<file path="src/rtl/hwt_pkg.sv">
package hwt_pkg;
    localparam int unsigned GRAN_LSB  = 7;
    localparam int unsigned FIELD_W   = 9;
    localparam int unsigned REG_IW    = 6;
    localparam int unsigned END_BASE  = 2;
    localparam logic [31:0] OFF_READ  = 32'h0BAD0BAD;

    typedef enum logic [1:0] {
        LANE_LE   = 2'b00,
        LANE_BE16 = 2'b01,
        LANE_BE32 = 2'b10,
        LANE_RSVD = 2'b11
    } lane_e;

    typedef struct packed {
        logic  wp;
        logic  top;
        lane_e lane;
        logic  en;
    } ctrl_t;
endpackage

</file>
<file path="src/rtl/hwt_lane_swap.sv">
module hwt_lane_swap
    import hwt_pkg::*;
(
    input  lane_e       lane,
    input  logic [31:0] din,
    output logic [31:0] dout
);
    always_comb begin
        case (lane)
            LANE_BE16: dout = {din[23:16], din[31:24], din[7:0], din[15:8]};
            LANE_BE32: dout = {din[7:0], din[15:8], din[23:16], din[31:24]};
            default:   dout = din;
        endcase
    end
endmodule

</file>
<file path="src/rtl/hwt_regs.sv">
module hwt_regs
    import hwt_pkg::*;
#(
    parameter int unsigned NUM_WIN = 4
) (
    input  logic                               clk,
    input  logic                               rst_n,
    input  logic                               cfg_we,
    input  logic [REG_IW-1:0]                  cfg_widx,
    input  logic [31:0]                        cfg_wdata,
    input  logic                               host_we,
    input  logic [REG_IW-1:0]                  host_widx,
    input  logic [31:0]                        host_wdata,
    input  logic [REG_IW-1:0]                  rd_idx,
    output logic [31:0]                        rd_data,
    output ctrl_t                              ctrl,
    output logic [NUM_WIN-1:0][FIELD_W-1:0]    win_end,
    output logic [NUM_WIN-1:0][FIELD_W-1:0]    win_off
);
    localparam int unsigned LAST_IDX = END_BASE + 2 * NUM_WIN - 1;

    typedef struct packed {
        ctrl_t                            ctrl;
        logic [NUM_WIN-1:0][FIELD_W-1:0]  ends;
        logic [NUM_WIN-1:0][FIELD_W-1:0]  offs;
    } state_t;

    state_t st_d, st_q;

    logic              wr_en, wr_int;
    logic [REG_IW-1:0] wr_idx;
    logic [31:0]       wr_data;
    logic              unused_bits;

    assign wr_en       = cfg_we | host_we;
    assign wr_int      = cfg_we;
    assign wr_idx      = cfg_we ? cfg_widx : host_widx;
    assign wr_data     = cfg_we ? cfg_wdata : host_wdata;
    assign unused_bits = ^{wr_data[31:16], wr_data[6:5]};

    always_comb begin
        st_d = st_q;
        if (wr_en) begin
            if (wr_idx == '0) begin
                st_d.ctrl = ctrl_t'(wr_data[4:0]);
                if (!wr_int) st_d.ctrl.wp = st_q.ctrl.wp;
            end
            for (int k = 0; k < NUM_WIN; k++) begin
                if (wr_int || !st_q.ctrl.wp) begin
                    if (wr_idx == REG_IW'(END_BASE + 2 * k))
                        st_d.ends[k] = wr_data[GRAN_LSB +: FIELD_W];
                    if (wr_idx == REG_IW'(END_BASE + 2 * k + 1))
                        st_d.offs[k] = wr_data[GRAN_LSB +: FIELD_W];
                end
            end
        end
    end

    always_ff @(posedge clk or negedge rst_n) begin
        if (!rst_n) st_q <= '0;
        else        st_q <= st_d;
    end

    always_comb begin
        rd_data = '0;
        if (rd_idx == '0) rd_data = 32'(st_q.ctrl);
        for (int k = 0; k < NUM_WIN; k++) begin
            if (rd_idx == REG_IW'(END_BASE + 2 * k))
                rd_data = 32'({st_q.ends[k], 7'b0});
            if (rd_idx == REG_IW'(END_BASE + 2 * k + 1))
                rd_data = 32'({st_q.offs[k], 7'b0});
        end
    end

    assign ctrl    = st_q.ctrl;
    assign win_end = st_q.ends;
    assign win_off = st_q.offs;

    initial begin
        if (LAST_IDX >= (1 << REG_IW)) $error("too many windows for register index");
    end

    // with protection on, only the internal port may move window registers
    p_wp_guard_r9: assert property (@(posedge clk) disable iff (!rst_n)
        (st_q.ctrl.wp && !cfg_we) |=> ($stable(st_q.ends) && $stable(st_q.offs)));

    // host writes never alter the protect bit
    p_wp_sticky_r9: assert property (@(posedge clk) disable iff (!rst_n)
        !cfg_we |=> $stable(st_q.ctrl.wp));
endmodule

</file>
<file path="src/rtl/hwt_decode.sv">
module hwt_decode
    import hwt_pkg::*;
#(
    parameter int unsigned NUM_WIN = 4,
    parameter int unsigned HOST_AW = 16,
    parameter int unsigned IDX_W   = 3
) (
    input  logic [HOST_AW-1:0]              addr,
    input  logic                            top,
    input  logic [NUM_WIN-1:0][FIELD_W-1:0] win_end,
    input  logic [NUM_WIN-1:0][FIELD_W-1:0] win_off,
    output logic                            cfg_hit,
    output logic                            data_hit,
    output logic [IDX_W-1:0]                win_sel,
    output logic [15:0]                     xlate_lo
);
    localparam logic [IDX_W-1:0] SEL_NONE = '1;

    logic [NUM_WIN:0][HOST_AW-1:0] start;
    logic [NUM_WIN-1:0]            in_win;
    logic [FIELD_W-1:0]            off_sel;

    assign start[0] = top ? '0 : HOST_AW'(256);
    assign cfg_hit  = top ? (&addr[HOST_AW-1:8]) : ~(|addr[HOST_AW-1:8]);

    for (genvar k = 0; k < NUM_WIN; k++) begin : g_win
        logic [HOST_AW-1:0] lim;
        logic               live;
        assign lim          = HOST_AW'({win_end[k], 7'b0});
        assign live         = |win_end[k];
        assign in_win[k]    = live && (addr >= start[k]) && (addr < lim);
        assign start[k + 1] = live ? lim : start[k];
    end

    always_comb begin
        win_sel  = SEL_NONE;
        data_hit = 1'b0;
        off_sel  = '0;
        if (cfg_hit) begin
            win_sel = '0;
        end else begin
            for (int k = NUM_WIN - 1; k >= 0; k--) begin
                if (in_win[k]) begin
                    win_sel  = IDX_W'(k + 1);
                    data_hit = 1'b1;
                    off_sel  = win_off[k];
                end
            end
        end
    end

    assign xlate_lo = addr[15:0] + {off_sel, 7'b0};
endmodule

</file>
<file path="src/rtl/host_win_xlate.sv">
module host_win_xlate
    import hwt_pkg::*;
#(
    parameter int unsigned NUM_WIN = 4,
    parameter int unsigned HOST_AW = 16,
    parameter int unsigned INT_AW  = 32,
    parameter int unsigned IDX_W   = $clog2(NUM_WIN + 2)
) (
    input  logic               clk,
    input  logic               rst_n,
    input  logic               unlocked,
    input  logic               cfg_we,
    input  logic [5:0]         cfg_widx,
    input  logic [31:0]        cfg_wdata,
    input  logic [HOST_AW-1:0] host_addr,
    input  logic               host_rd,
    input  logic               host_we,
    input  logic [31:0]        host_wdata,
    output logic [31:0]        host_rdata,
    output logic [INT_AW-1:0]  int_addr,
    output logic               int_rd,
    output logic               int_we,
    output logic [31:0]        int_wdata,
    input  logic [31:0]        int_rdata,
    output logic               win_hit,
    output logic [IDX_W-1:0]   win_idx,
    output logic               ignored,
    output logic               miss
);
    typedef struct packed {
        logic miss;
    } state_t;

    state_t st_d, st_q;

    ctrl_t                           ctrl;
    logic [NUM_WIN-1:0][FIELD_W-1:0] win_end, win_off;
    logic [31:0]                     reg_rd, rd_swapped;
    logic                            cfg_hit, data_hit, access, fwd;
    logic [15:0]                     xlate_lo;
    logic [INT_AW-1:0]               addr_ext;

    hwt_regs #(.NUM_WIN(NUM_WIN)) u_regs (
        .clk        (clk),
        .rst_n      (rst_n),
        .cfg_we     (cfg_we),
        .cfg_widx   (cfg_widx),
        .cfg_wdata  (cfg_wdata),
        .host_we    (host_we & cfg_hit),
        .host_widx  (host_addr[7:2]),
        .host_wdata (host_wdata),
        .rd_idx     (host_addr[7:2]),
        .rd_data    (reg_rd),
        .ctrl       (ctrl),
        .win_end    (win_end),
        .win_off    (win_off)
    );

    hwt_decode #(.NUM_WIN(NUM_WIN), .HOST_AW(HOST_AW), .IDX_W(IDX_W)) u_decode (
        .addr     (host_addr),
        .top      (ctrl.top),
        .win_end  (win_end),
        .win_off  (win_off),
        .cfg_hit  (cfg_hit),
        .data_hit (data_hit),
        .win_sel  (win_idx),
        .xlate_lo (xlate_lo)
    );

    hwt_lane_swap u_swap_wr (.lane(ctrl.lane), .din(host_wdata), .dout(int_wdata));
    hwt_lane_swap u_swap_rd (.lane(ctrl.lane), .din(int_rdata),  .dout(rd_swapped));

    assign access  = host_rd | host_we;
    assign fwd     = data_hit & ctrl.en & unlocked;
    assign int_rd  = host_rd & fwd;
    assign int_we  = host_we & fwd;
    assign win_hit = data_hit;
    assign ignored = access & ~cfg_hit & ~fwd;

    always_comb begin
        addr_ext       = INT_AW'(host_addr);
        addr_ext[15:0] = xlate_lo;
    end
    assign int_addr = addr_ext;

    always_comb begin
        if (cfg_hit)       host_rdata = reg_rd;
        else if (!ctrl.en) host_rdata = OFF_READ;
        else if (fwd)      host_rdata = rd_swapped;
        else               host_rdata = '0;
    end

    always_comb begin
        st_d      = st_q;
        st_d.miss = access & ctrl.en & ~cfg_hit & ~data_hit;
    end

    always_ff @(posedge clk or negedge rst_n) begin
        if (!rst_n) st_q <= '0;
        else        st_q <= st_d;
    end

    assign miss = st_q.miss;

    // a disabled block forwards nothing
    p_off_quiet_r7: assert property (@(posedge clk) disable iff (!rst_n)
        !ctrl.en |-> (!int_rd && !int_we));

    // no internal write before unlock
    p_locked_nowrite_r8: assert property (@(posedge clk) disable iff (!rst_n)
        !unlocked |-> !int_we);

    // in low placement no data window reaches below 0x100
    p_chain_floor_r4: assert property (@(posedge clk) disable iff (!rst_n)
        (win_hit && !ctrl.top) |-> (host_addr >= HOST_AW'(256)));

    // configuration window shadows any overlapping data window
    p_cfg_first_r12: assert property (@(posedge clk) disable iff (!rst_n)
        cfg_hit |-> !win_hit);

    // a miss pulse always follows an access
    p_miss_cause_r10: assert property (@(posedge clk) disable iff (!rst_n)
        miss |-> $past(host_rd || host_we));
endmodule

</file>
<file path="config.mk">
export PLATFORM = sky130hd
export DESIGN_NAME = host_win_xlate
export DESIGN_NICKNAME = d
export VERILOG_FILES = /design/src/rtl/hwt_pkg.sv /design/src/rtl/hwt_lane_swap.sv /design/src/rtl/hwt_regs.sv /design/src/rtl/hwt_decode.sv /design/src/rtl/host_win_xlate.sv
export SDC_FILE = /design/constraint.sdc
export NUM_CORES = 1
export LEC_CHECK = 0
export BUFFER_PORTS_ARGS = -buffer_cell sky130_fd_sc_hd__buf_2
export CAP_MARGIN = 10
export CORE_UTILIZATION = 44
export CTS_BUF_LIST = sky130_fd_sc_hd__clkbuf_8 sky130_fd_sc_hd__clkbuf_16
export DETAILED_ROUTE_END_ITERATION = 7
export PLACE_DENSITY = 0.66
export SLEW_MARGIN = 20
export SYNTH_ARGS = -nofsm -noshare
export SYNTH_HDL_FRONTEND = slang
export SYNTH_SLANG_ARGS = --single-unit
</file>
<file path="constraint.sdc">
create_clock -name clk -period 6.9 [get_ports clk]
set_clock_uncertainty 0.2 [all_clocks]
set_input_delay 0.345 -clock clk [delete_from_list [all_inputs] [get_ports clk]]
set_output_delay 0.345 -clock clk [all_outputs]
set_load 0.005 [all_outputs]
</file>
# Yosys cells after proc, flatten, opt, wreduce, memory -nomap -nowiden
# Cells that the tools add are included.
[totals]
input_bits = 124
ff_bits = 78
out_inout_bits = 104
word_cells = 120
[classes]
n_eq_ne = 18
reduce_logical = 28
addsub = 1
bitwise_logic = 16
muxes = 36
n_lt_le_gt_ge = 8
[ops]
columns = ["op", "count"]
rows = [
  ["16-bit two-way mux", 12],
  ["32-bit one-hot mux with 2 select lines", 2],
  ["32-bit two-way mux", 3],
  ["16-bit greater-or-equal comparator", 4],
  ["16-bit less-than comparator", 4],
  ["9-bit two-way mux", 6],
  ["6-bit by 3-bit equality test with 1-bit output, second input constant", 8],
  ["9-bit OR reduction", 4],
  ["3-bit AND reduction", 9],
  ["6-bit by 2-bit equality test with 1-bit output, second input constant", 4],
  ["6-bit by 4-bit equality test with 1-bit output, second input constant", 4],
  ["16-bit adder", 1],
  ["6-bit zero test", 2],
  ["3-bit two-way mux", 4],
  ["1-bit bitwise AND", 10],
  ["1-bit logical AND", 8],
  ["8-bit AND reduction", 1],
  ["8-bit OR reduction", 1],
  ["1-bit two-way mux", 6],
  ["6-bit two-way mux", 1],
  ["5-bit two-way mux", 1],
  ["1-bit inverter", 4],
  ["2-bit by 1-bit equality test with 1-bit output, second input constant", 1],
  ["2-bit equality test, second input constant", 1],
  ["other kinds (5)", 6],
]

# Logic depth before layout (Yosys ltp)
[depth]
depth_word = 17
mapped_depth = 27

# By module
# From an unflattened synthesis, not the netlist that was laid out.
[hier_totals]
cells_unflattened = 1060
hier_area_um2 = 8846.0
[modules_own_cells]
columns = ["mod", "cells_each", "n_inst", "area_per_inst_um2", "seq_area_each_um2"]
rows = [
  ["hwt_regs", 344, 1, 4155.2, 1926.8],
  ["hwt_decode", 351, 1, 2543.7, 0.0],
  ["hwt_lane_swap", 113, 2, 641.9, 0.0],
  ["host_win_xlate", 139, 1, 863.3, 25.0],
]

# Worst setup path after synthesis
# Ideal clock, no wire load.
[synth_path]
path_kind = "register -> output"
startpoint = "reg u_regs.st_q (netlist bit u_regs.win_end[9])"
endpoint = "out int_addr[15]"
slack_ns = 1.323
path_stages_with_launch = 24
t_arrival_ns = 5.032
path_cell_list = "dfrtp_1 or4_4 nor3_4 a21oi_1 nor2_1 nor2_1 ha_1 a21oi_1 nand2_1 a2111oi_0 a311oi_2 nor2b_1 buf_2 a22o_1 a221oi_1 fa_1 nor2b_1 o2111ai_1 nand3_1 o41a_1 xnor2_1 nand2_1 o311a_1 o211ai_1"
[synth_via]
elab_chain_cells = 12
[synth_rtl]
columns = ["item", "line", "rtl"]
rows = [
  ["start, declared", "hwt_regs.sv:28", "state_t st_d, st_q;"],
  ["start signal, assigned", "hwt_regs.sv:61", "else st_q <= st_d;"],
  ["9-bit OR reduction", "hwt_decode.sv:30", "assign live = |win_end[k];"],
  ["16-bit two-way mux (2 in series)", "hwt_decode.sv:32", "assign start[k + 1] = live ? lim : start[k];"],
  ["16-bit greater-or-equal comparator", "hwt_decode.sv:31", "assign in_win[k] = live && (addr >= start[k]) && (addr < lim);"],
  ["1-bit logical AND (2 in series)", "hwt_decode.sv:31", ""],
  ["9-bit two-way mux (2 in series)", "hwt_decode.sv:43", "if (in_win[k]) begin"],
  ["9-bit two-way mux * (2 in series)", "hwt_decode.sv:43", ""],
  ["9-bit two-way mux *", "hwt_decode.sv:39", "if (cfg_hit) begin"],
  ["16-bit adder *", "hwt_decode.sv:52", "assign xlate_lo = addr[15:0] + {off_sel, 7'b0};"],
  ["end, declared", "host_win_xlate.sv:20", "output logic [INT_AW-1:0] int_addr,"],
]
# Mark *: on every way between the ends. The rest lies on a longest branch, timed or not.

# Worst setup path after layout
[layout_path]
startpoint = "reg u_regs.st_q (netlist bit u_regs.win_end[10])"
endpoint = "out int_addr[15]"
# The elaborated chain is that of the path after synthesis.

==> results.toml <==
[global_route]
antenna_found_initial = 0
overflow = 0
grtUsageTotal = 0.311
grt_first_pass_wirelength_mm = 43.6
grt_max_degree = 129
grt_pass1_vias = 7843

[timing]
slew_headroom = 0.289
maxSlewViolCount = 0
rsz0062_at_grt = "no"
fin_tns_setup_ns = 0
hold_ws_ns = 0.0450
period_share = 0.941
min_period_ns = 6.49
fmax_mhz = 154
hold_viol_final = 0
setup_viol = 0
tightestPinTransition_ns = 1.07

[min_path]
min_to = "u_regs.ctrl[4]"
hold_path.class = "primary input to register"
min-delay-start = "cfg_wdata[4]"
holdPathStages = 2

[logic_synthesis]
synth_largest_area_cell = "dfrtp_1"
synth_area_leaders = "dfrtp_1, ha_1, a22oi_1"
synth_edf_count = 0
synth_top_area_frac = 0.246
synth_seq_cells = 78
ys_async_sr_fraction = 1.00
netlist_instances = 1017
yosys_warnings = 0
synth_area_sq_mm = 0.00792
avgSynthCellArea_sq_um = 7.79
ys_types = 72
synth_flop_cell = "dfrtp_1"
ys_seq_area_frac = 0.246

[clock_tree]
cts-htree-levels = 3
clockBufferDepth = 2
worstSkewPairLatency_ns = 0.34
path_clk_slew_ns = 0.06
cts_sinks = 78
cts_tree = "yes"
numCtsBuffers = 9
cts_root_buf = "clkbuf_16"

[worst_setup_path]
path_class = "register to primary output"
rr_endpoint = "miss"
cp_slowest_cell = "or4_4"
r2r_slack_ns = 3.04
endpoint_kind = "primary output"
ff2ff_path_depth = 13
cp-start-kind = "register"
crit_arrival_ns = 5.95
cp_max_fo = 11
crit_family = "simple AND/OR/NAND/NOR gates"
r2r_start = "u_regs.win_end[10]"
critPathBufInv = 5
cp_slowest_stage_delay_ns = 0.57
critPathRequiredTime_ns = 6.36

[placed_design]
dpl.hpwl_mm = 21.1
place_area_sq_mm = 0.00893
port-buffer-count = 193
gp_congestion = 0.954

[pwr]
combPwrFrac = 0.446
leakagePower_nw = 4.54
pwr_density_cell_mw_per_mm2 = 226
pwr-share-clk = 0.249
ir_drop_v = 0.000160
swShare = 0.408
p_int_mw = 1.25
power_frac_seq = 0.305
p_switching_mw = 0.859

[drt]
wl_per_cell_um = 20.8
drt_pass1_iterations = 5
wirelength_mm = 29.1
drtIter0Drc = 790
vias = 8635
vias_per_cell = 6.17
drc = 0
postRouteAntennaNets = 0

[final_layout]
num_antenna_cells = 0
area.sequential_sq_mm = 0.00195
layout.nets = 1365
final_common_cell = "buf_2"
layout-drive-gt1-share = 0.255
syn_to_final_growth_pct = 17.9
multi_input_area_sq_mm = 0.00545
most-common-layout-cells = "buf_2, nor2_1, a21oi_1"
finalInstanceArea_sq_mm = 0.00933
fillers = 1726

[run]
cap_violations = 0

[die]
dieArea_sq_mm = 0.0185
rows = 48
start_util = 0.455
fp.dieW_um = 136
coreArea_sq_mm = 0.0174
dieHeight_um = 136
pin_count = 228

[run_status]
status = "finished, final reports clean"
==> timing repair <==
action / in CTS / in global routing
resized for setup: 0 / 7
hold buffers: 1 / 0
hold endpoints to repair: 2 / 0
buffers inserted: 0 / 3
endpoints found under the setup margin: 0 / 1
==> stage by stage <==
step,power [mW],std cells,setup WS [ns],util
2_1_floorplan,1.20,1032,1.32,-
3_3_place_gp,1.54,1381,0.632,0.513
3_5_place_dp,1.55,1381,0.574,0.513
4_1_cts,2.08,1397,0.198,0.532
5_1_grt,2.24,1400,0.0676,0.536
6_report,2.10,1400,0.408,0.536
==> area by class of cell <==
| type | instances | share of cell area |
|---|---|---|
| clock buffers | 10 | 0.0256 |
| repair buffers | 212 | 0.120 |
| flip-flops and latches | 78 | 0.209 |
| inverters | 57 | 0.0229 |
| clock inverters | 5 | 0.00885 |
| multi-input cells | 813 | 0.584 |
| well taps | 225 | 0.0302 |
==> flip-flops by register name, summed over array words and instances, names as in the netlist <==
name / cells
miss: 1
u_regs.win_end: 36
u_regs.win_off: 36
u_regs.ctrl: 5
==> Yosys cell counts, drive strengths merged (4+ instances only) <==
master and count:
nor2 111, a21oi 106, nand2 96, dfrtp 78, o21ai 78, a22oi 76
ha 69, inv 56, mux2 49, buf 44, clkbuf 40, nand3 24
o22ai 19, nand4 18, o211ai 15, mux2i 14, nor3 12, nor4 12
a31oi 9, a21o 8, a221oi 8, and3 6, xnor2 5, a211oi 4
nand2b 4, nor2b 4, o221ai 4
==> routing by layer <==
| metal | share of wire | global-route usage |
|---|---|---|
| met5 | 0 | 0 |
| met4 | 0.030 | 0.120 |
| met3 | 0.082 | 0.0537 |
| met2 | 0.46 | 0.492 |
| met1 | 0.43 | 0.419 |
==> how the worst max path moves through the flow <==
stage          depth (start not counted)      endpoint  slack [ns]               start
2_1_floorplan                         23  int_addr[15]        1.32   u_regs.win_end[9]
3_3_place_gp                          27  int_addr[15]        0.63  u_regs.win_end[10]
3_5_place_dp                          27  int_addr[15]        0.57  u_regs.win_end[10]
4_1_cts                               27  int_addr[15]        0.20  u_regs.win_end[10]
5_1_grt                               26  int_addr[15]        0.07  u_regs.win_end[10]
6_report                              26  int_addr[15]        0.41  u_regs.win_end[10]
==> kinds of logic after synthesis <==
group,count (synthesis),share of synthesized area
other cells,1,0.000474
flops,78,0.246
fa+ha+maj,70,0.112
compound gates,358,0.292
buf+inv,141,0.0803
mux,63,0.0878
xor+xnor,7,0.00774
simple gates,299,0.174
==> power groups by stage <==
| stage | logic, mW | registers (mW) | clock network [mW] |
|---|---|---|---|
| floorplan | 0.612 | 0.590 | 0 |
| global placement | 0.901 | 0.637 | 0 |
| detailed placement | 0.915 | 0.639 | 0 |
| CTS | 0.920 | 0.632 | 0.527 |
| global route | 1.05 | 0.645 | 0.543 |
| finish | 0.939 | 0.641 | 0.524 |
(Power assumes the default switching activity.)
